### config.mk
export PLATFORM = sky130hd
export DESIGN_NAME = ram_delay_line
export DESIGN_NICKNAME = d
export VERILOG_FILES = /design/src/rtl/dl_pkg.sv /design/src/rtl/dl_ptr_ctrl.sv /design/src/rtl/dl_ram.sv /design/src/rtl/dl_out_sel.sv /design/src/rtl/ram_delay_line.sv
export SDC_FILE = /design/constraint.sdc
export NUM_CORES = 1
export LEC_CHECK = 0
export CELL_PAD_IN_SITES_DETAIL_PLACEMENT = 0
export CELL_PAD_IN_SITES_GLOBAL_PLACEMENT = 1
export CORE_ASPECT_RATIO = 0.7
export CORE_MARGIN = 2
export CORE_UTILIZATION = 50
export DETAILED_ROUTE_END_ITERATION = 10
export GPL_TIMING_DRIVEN = 0
export PLACE_DENSITY_LB_ADDON = 0.15
export SYNTH_ARGS = -nofsm -noshare
export SYNTH_HDL_FRONTEND = slang
export SYNTH_SLANG_ARGS = --single-unit
### constraint.sdc
create_clock -name clk -period 3.9 [get_ports clk]
set_clock_uncertainty 0.1 [all_clocks]
set_input_delay 0.585 -clock clk [delete_from_list [all_inputs] [get_ports clk]]
set_output_delay 0.585 -clock clk [all_outputs]
set_load 0.02 [all_outputs]
### src/rtl/dl_pkg.sv
package dl_pkg;
  // Source of the word presented at the output.
  typedef enum logic [1:0] {
    SRC_BYPASS = 2'd0,
    SRC_ZERO   = 2'd1,
    SRC_RAM    = 2'd2
  } src_e;
endpackage

### src/rtl/dl_ptr_ctrl.sv
module dl_ptr_ctrl #(
  parameter int DEPTH  = 64,
  localparam int ADDR_W = $clog2(DEPTH)
) (
  input  logic              clk,
  input  logic              rst_n,
  input  logic              beat,
  input  logic [ADDR_W-1:0] dly_in,
  output logic [ADDR_W-1:0] wr_addr,
  output logic [ADDR_W-1:0] rd_addr,
  output logic [ADDR_W-1:0] dly_act,
  output dl_pkg::src_e      src
);
  localparam logic [ADDR_W-1:0] LAST = ADDR_W'(DEPTH - 1);

  logic [ADDR_W-1:0] wr_q;
  logic [ADDR_W-1:0] fill_q;
  logic [ADDR_W-1:0] dly_q;

  // Delay setting is captured every cycle.
  always_ff @(posedge clk or negedge rst_n) begin
    if (!rst_n) dly_q <= '0;
    else        dly_q <= dly_in;
  end

  // Write address starts on the last entry and circulates.
  always_ff @(posedge clk or negedge rst_n) begin
    if (!rst_n)    wr_q <= LAST;
    else if (beat) wr_q <= ADDR_W'(wr_q + 1'b1);
  end

  // Count of stored words, saturating at the largest delay.
  always_ff @(posedge clk or negedge rst_n) begin
    if (!rst_n)                      fill_q <= '0;
    else if (beat && fill_q != LAST) fill_q <= ADDR_W'(fill_q + 1'b1);
  end

  always_comb begin
    wr_addr = wr_q;
    rd_addr = ADDR_W'(wr_q - dly_q);
    dly_act = dly_q;
    if (dly_q == '0)        src = dl_pkg::SRC_BYPASS;
    else if (fill_q < dly_q) src = dl_pkg::SRC_ZERO;
    else                    src = dl_pkg::SRC_RAM;
  end


  wr_step_chk: assert property (@(posedge clk) disable iff (!rst_n)
    beat |=> wr_q == ADDR_W'($past(wr_q) + 1'b1));


  wr_hold_chk: assert property (@(posedge clk) disable iff (!rst_n)
    !beat |=> ($stable(wr_q) && $stable(fill_q)));


  fill_mono_chk: assert property (@(posedge clk) disable iff (!rst_n)
    (beat && src == dl_pkg::SRC_RAM) |=>
      (src != dl_pkg::SRC_ZERO || dly_q > $past(dly_q)));
endmodule

### src/rtl/dl_ram.sv
module dl_ram #(
  parameter int DATA_W = 16,
  parameter int DEPTH  = 64,
  localparam int ADDR_W = $clog2(DEPTH)
) (
  input  logic              clk,
  input  logic              rst_n,
  input  logic              we,
  input  logic [ADDR_W-1:0] waddr,
  input  logic [DATA_W-1:0] wdata,
  input  logic [ADDR_W-1:0] raddr,
  output logic [DATA_W-1:0] rdata
);
  logic [DATA_W-1:0] mem [DEPTH];

  always_ff @(posedge clk) begin
    if (we) mem[waddr] <= wdata;
  end

  assign rdata = mem[raddr];


  ram_wr_chk: assert property (@(posedge clk) disable iff (!rst_n)
    we |=> mem[$past(waddr)] == $past(wdata));
endmodule

### src/rtl/dl_out_sel.sv
module dl_out_sel #(
  parameter int DATA_W = 16
) (
  input  dl_pkg::src_e      src,
  input  logic [DATA_W-1:0] in_data,
  input  logic [DATA_W-1:0] ram_data,
  output logic [DATA_W-1:0] out_data
);
  always_comb begin
    unique case (src)
      dl_pkg::SRC_BYPASS: out_data = in_data;
      dl_pkg::SRC_RAM:    out_data = ram_data;
      default:            out_data = '0;
    endcase
  end
endmodule

### src/rtl/ram_delay_line.sv
module ram_delay_line #(
  parameter int DATA_W = 16,
  parameter int DEPTH  = 64,
  localparam int ADDR_W = $clog2(DEPTH)
) (
  input  logic              clk,
  input  logic              rst_n,
  input  logic              in_valid,
  output logic              in_ready,
  input  logic [DATA_W-1:0] in_data,
  input  logic [ADDR_W-1:0] dly_sel,
  output logic              out_valid,
  input  logic              out_ready,
  output logic [DATA_W-1:0] out_data
);
  logic              beat;
  logic [ADDR_W-1:0] wr_addr;
  logic [ADDR_W-1:0] rd_addr;
  logic [ADDR_W-1:0] dly_act;
  logic [DATA_W-1:0] ram_data;
  dl_pkg::src_e      src;

  assign in_ready  = out_ready;
  assign out_valid = in_valid;
  assign beat      = in_valid & out_ready;

  dl_ptr_ctrl #(.DEPTH(DEPTH)) u_ptr (
    .clk(clk), .rst_n(rst_n), .beat(beat), .dly_in(dly_sel),
    .wr_addr(wr_addr), .rd_addr(rd_addr), .dly_act(dly_act), .src(src)
  );

  dl_ram #(.DATA_W(DATA_W), .DEPTH(DEPTH)) u_ram (
    .clk(clk), .rst_n(rst_n), .we(beat), .waddr(wr_addr),
    .wdata(in_data), .raddr(rd_addr), .rdata(ram_data)
  );

  dl_out_sel #(.DATA_W(DATA_W)) u_sel (
    .src(src), .in_data(in_data), .ram_data(ram_data), .out_data(out_data)
  );


  bypass_chk: assert property (@(posedge clk) disable iff (!rst_n)
    (beat && dly_act == '0) |-> out_data == in_data);


  dly_cap_chk: assert property (@(posedge clk) disable iff (!rst_n)
    $past(rst_n) |-> dly_act == $past(dly_sel));
endmodule

==> impl_metrics.prom <==
# TYPE chip_impl_metric gauge
chip_impl_info{name="critical_path.startpoint_type",value="flop"} 1
chip_impl_metric{name="clk_pin_slew_worst_paths",unit="ns"} 0.07
chip_impl_info{name="critical-path-slowest-cell",value="sky130_fd_sc_hd__fa_2"} 1
chip_impl_metric{name="drt_pre_antenna_iters",unit=""} 5
chip_impl_metric{name="arrival",unit="ns"} 4.30
chip_impl_metric{name="final_critical_path_setup_slack",unit="ns"} -1.08
chip_impl_info{name="critPathCaptureType",value="output pin"} 1
chip_impl_metric{name="syn_nets",unit=""} 2099
chip_impl_metric{name="worst_ep_required_time",unit="ns"} 3.21
chip_impl_metric{name="route.detailed.vias_per_inst",unit=""} 6.13
chip_impl_metric{name="grt_start_max_net_pins",unit=""} 66
chip_impl_metric{name="timing.final.crit_share",unit=""} 1.28
chip_impl_info{name="crit_chain",value="inv_2 > ha_4 > fa_2 > buf_4 > buf_6 > clkbuf_8 > mux4_2 > nand2_1 > nand2_1 > o21ai_2 > o21ai_0 > a221o_1 > buf_6"} 1
chip_impl_info{name="synth_flop_cell",value="sky130_fd_sc_hd__edfxtp_1"} 1
chip_impl_info{name="min_path_type",value="in -> reg"} 1
chip_impl_metric{name="worst_slew_pin_slew",unit="ns"} 1.15
chip_impl_metric{name="die_w",unit="um"} 345
chip_impl_metric{name="synth_async_sr_flop_share",unit=""} 0.0173
chip_impl_metric{name="start_util",unit=""} 0.506
chip_impl_metric{name="timing.max_slew.rel_slack",unit=""} 0.230
chip_impl_metric{name="drt-initial-drc-count",unit=""} 2652
chip_impl_info{name="layout.cells.most_common_list",value="sky130_fd_sc_hd__edfxtp_1, sky130_fd_sc_hd__nand2_1, sky130_fd_sc_hd__mux4_2, sky130_fd_sc_hd__clkbuf_16, sky130_fd_sc_hd__buf_8"} 1
chip_impl_metric{name="clk_path_buf_depth",unit=""} 3
chip_impl_metric{name="detail_route.wl_per_cell",unit="um"} 29.6
chip_impl_metric{name="dp.final_hpwl",unit="um"} 68500
chip_impl_metric{name="share_seq_of_total_power",unit=""} 0.329
chip_impl_info{name="clk_root_buffer_cell",value="sky130_fd_sc_hd__clkbuf_16"} 1
chip_impl_metric{name="std_cell_rows",unit=""} 87
chip_impl_metric{name="hold_path_depth",unit=""} 1
chip_impl_metric{name="power.ir.vdd_worst",unit="uV"} 503
chip_impl_metric{name="core",unit="mm2"} 0.0806
chip_impl_metric{name="timing.fmax",unit="MHz"} 201
chip_impl_metric{name="total_switching_power",unit="mW"} 14.1
chip_impl_info{name="outcome",value="complete, but fails checks"} 1
chip_impl_metric{name="io_buffers",unit=""} 43
chip_impl_metric{name="timing_max_transition_violations_final",unit=""} 0
chip_impl_metric{name="power.internal",unit="mW"} 24.3
chip_impl_metric{name="fin_total_pwr",unit="mW"} 38.4
chip_impl_metric{name="total_leakage_power",unit="nW"} 15.6
chip_impl_metric{name="share_comb_of_total_power",unit=""} 0.429
chip_impl_metric{name="drc_errors",unit=""} 0
chip_impl_metric{name="postSynthCellCount",unit=""} 2060
chip_impl_info{name="synth_top_cells_by_area",value="sky130_fd_sc_hd__edfxtp_1, sky130_fd_sc_hd__mux4_2, sky130_fd_sc_hd__nand2_1"} 1
chip_impl_metric{name="die_h",unit="um"} 243
chip_impl_metric{name="synth-edff-count",unit=""} 1024
chip_impl_info{name="failed_checks",value="negative setup slack"} 1
chip_impl_metric{name="drv.max_cap_violation_count",unit=""} 0
chip_impl_metric{name="crit_fanout",unit=""} 10
chip_impl_metric{name="syn_area",unit="mm2"} 0.0407
chip_impl_metric{name="track_usage",unit=""} 0.247
chip_impl_metric{name="setup-violations-final",unit=""} 16
chip_impl_metric{name="synth_seq_area_share",unit=""} 0.766
chip_impl_metric{name="post_route_cell_area",unit="mm2"} 0.0480
chip_impl_metric{name="power.clock.fraction",unit=""} 0.242
chip_impl_metric{name="gpl.final_weighted_congestion",unit=""} 0.916
chip_impl_info{name="setup_repair_after_global_routing_missed_its_margin",value="yes"} 1
chip_impl_metric{name="worstRegToRegCells",unit=""} 7
chip_impl_info{name="tritoncts",value="done"} 1
chip_impl_metric{name="whs",unit="ns"} 0.261
chip_impl_metric{name="routed-via-count",unit=""} 21200
chip_impl_metric{name="syn_to_final_growth",unit="%"} 17.8
chip_impl_metric{name="power_density",unit="mW/mm2"} 800
chip_impl_metric{name="place_area",unit="mm2"} 0.0438
chip_impl_metric{name="cts_made_buffers",unit=""} 97
chip_impl_metric{name="synth_top_area_share",unit=""} 0.755
chip_impl_info{name="layout_commonest_cell",value="sky130_fd_sc_hd__edfxtp_1"} 1
chip_impl_metric{name="die-area",unit="mm2"} 0.0838
chip_impl_metric{name="finalWirelength",unit="um"} 103000
chip_impl_info{name="type_of_the_setup_path_with_the_least_slack",value="reg -> out"} 1
chip_impl_metric{name="ant_nets",unit=""} 0
chip_impl_metric{name="fin_util",unit=""} 0.596
chip_impl_metric{name="synth.distinct_cells",unit=""} 40
chip_impl_metric{name="p_sw_frac",unit=""} 0.368
chip_impl_metric{name="insertedDiodeCount",unit=""} 0
chip_impl_metric{name="clkLatencyLatePin",unit="ns"} 0.69
chip_impl_metric{name="cts.sinks",unit=""} 1042
chip_impl_metric{name="finalHoldViolations",unit=""} 0
chip_impl_metric{name="design.final.nets",unit=""} 2350
chip_impl_metric{name="avgSynthCellArea",unit="um2"} 19.8
chip_impl_metric{name="antenna_found_initial",unit=""} 5
chip_impl_metric{name="grt_pass1_wl",unit="um"} 148000
chip_impl_metric{name="yosys_warnings",unit=""} 0
chip_impl_metric{name="ff2ff_setup_slack",unit="ns"} 0.76
chip_impl_metric{name="worst_path_largest_cell_delay",unit="ns"} 0.60
chip_impl_info{name="synth_top_area_cell",value="sky130_fd_sc_hd__edfxtp_1"} 1
chip_impl_metric{name="io-pin-count",unit=""} 44
chip_impl_metric{name="first_global_vias",unit=""} 20800
chip_impl_metric{name="ys_seq_elements",unit=""} 1042
chip_impl_metric{name="fraction_of_layout_cells_with_a_size_suffix_above_1",unit=""} 0.323
chip_impl_metric{name="filler_cell_count",unit=""} 5854
chip_impl_metric{name="htreeDepth",unit=""} 3
chip_impl_metric{name="finalCriticalPeriod",unit="ns"} 4.98
chip_impl_metric{name="globalRoute.totalOverflow",unit=""} 0
metal layers:
| layer | vias up | GRT usage | part of all wire |
|---|---|---|---|
| li1 | 8838 | - | - |
| met1 | 11300 | 0.400 | 0.46 |
| met2 | 941 | 0.345 | 0.43 |
| met3 | 138 | 0.0513 | 0.090 |
| met4 | 0 | 0.0583 | 0.022 |
| met5 | - | 0 | 0 |
cell usage after synthesis, types with 5 or more instances:
cell type and number:
sky130_fd_sc_hd__a21oi_1 19, sky130_fd_sc_hd__a221o_1 15, sky130_fd_sc_hd__buf_1 7, sky130_fd_sc_hd__buf_2 38, sky130_fd_sc_hd__buf_4 5, sky130_fd_sc_hd__clkbuf_1 64
sky130_fd_sc_hd__dfrtp_1 12, sky130_fd_sc_hd__dfstp_2 6, sky130_fd_sc_hd__edfxtp_1 1024, sky130_fd_sc_hd__ha_1 12, sky130_fd_sc_hd__inv_1 8, sky130_fd_sc_hd__mux2i_1 6
sky130_fd_sc_hd__mux4_2 258, sky130_fd_sc_hd__nand2_1 321, sky130_fd_sc_hd__nand3_1 64, sky130_fd_sc_hd__nor2_1 74, sky130_fd_sc_hd__o211ai_1 46, sky130_fd_sc_hd__o21ai_0 30
sky130_fd_sc_hd__xnor2_1 8, sky130_fd_sc_hd__xor2_1 5
final timing paths:
path                                   from          endpoint
setup / recovery           u_ptr.wr_addr[0]       out_data[2]
hold / removal                   dly_sel[2]  u_ptr.dly_act[2]
setup reg to reg           u_ptr.wr_addr[0]  u_ram.mem[15][0]
hold reg to reg             u_ptr.fill_q[5]   u_ptr.fill_q[5]
max in group asynchronous             rst_n  u_ptr.dly_act[2]
min in group asynchronous             rst_n  u_ptr.dly_act[2]
flip-flops by register name, indices dropped and copies added (netlist names):
| register | cells |
|---|---|
| u_ptr.dly_act | 6 |
| u_ptr.fill_q | 6 |
| u_ptr.wr_addr | 6 |
| u_ram.mem | 1024 |
through the flow:
stage / TNS, ns / std cells / worst slack [ns]
floorplan: 0 / 2060 / 0.0131
global placement: -111.29 / 3171 / -2.70
detailed placement: -39.96 / 3248 / -2.78
CTS: -15.15 / 3453 / -1.05
global route: -16.01 / 3462 / -1.14
finish: -15.35 / 3462 / -1.08
timing repair:
action | 4_1_cts | 5_1_grt
pin swaps | 41 | 39
endpoints found under the setup margin | 16 | 16
hold buffers | 0 | 0
setup buffers | 22 | 12
resized for setup | 322 | 50
gates cloned | 2 | 1
cell type report:
class	count	area, um2	area share
multi-input cells	896	9430	0.197
inverters	8	30.0	0.000626
clock buffers	132	2630	0.0548
well taps	1068	1340	0.0278
repair buffers	154	1900	0.0397
plain buffers	112	991	0.0207
flip-flops and latches	1042	31200	0.650
clock inverters	50	457	0.00952
worst max-delay path, delay by kind of cell, from the launching register on:
kind | cells | cell delay, ns
buffers and inverters | 5 | 0.77
multiplexers | 1 | 0.31
AO/OA/AOI/OAI | 3 | 0.91
flip-flops | 1 | 0.56
adder cells (fa/ha/maj) | 2 | 0.75
AND/OR/NAND/NOR | 2 | 0.29
cell families after synthesis:
family,Yosys count,synth area share
buffers and inverters,122,0.0129
muxes,266,0.145
and+or+nand+nor,482,0.0480
xor gates and xnor gates,14,0.00347
AOI/OAI and AO/OA,121,0.0204
DFF,1042,0.766
adders and majority gates,13,0.00418
power groups by stage:
| stage | clock network (mW) | registers, mW | logic (mW) |
|---|---|---|---|
| 6_report | 9.27 | 12.6 | 16.5 |
| 5_1_grt | 9.90 | 12.7 | 17.3 |
| 3_3_place_gp | 0 | 12.9 | 14.0 |
| 3_5_place_dp | 0 | 12.9 | 14.2 |
| 4_1_cts | 9.44 | 12.6 | 16.0 |
| 2_1_floorplan | 0 | 12.9 | 8.59 |
Note: power is estimated with default switching activity, not from simulation.
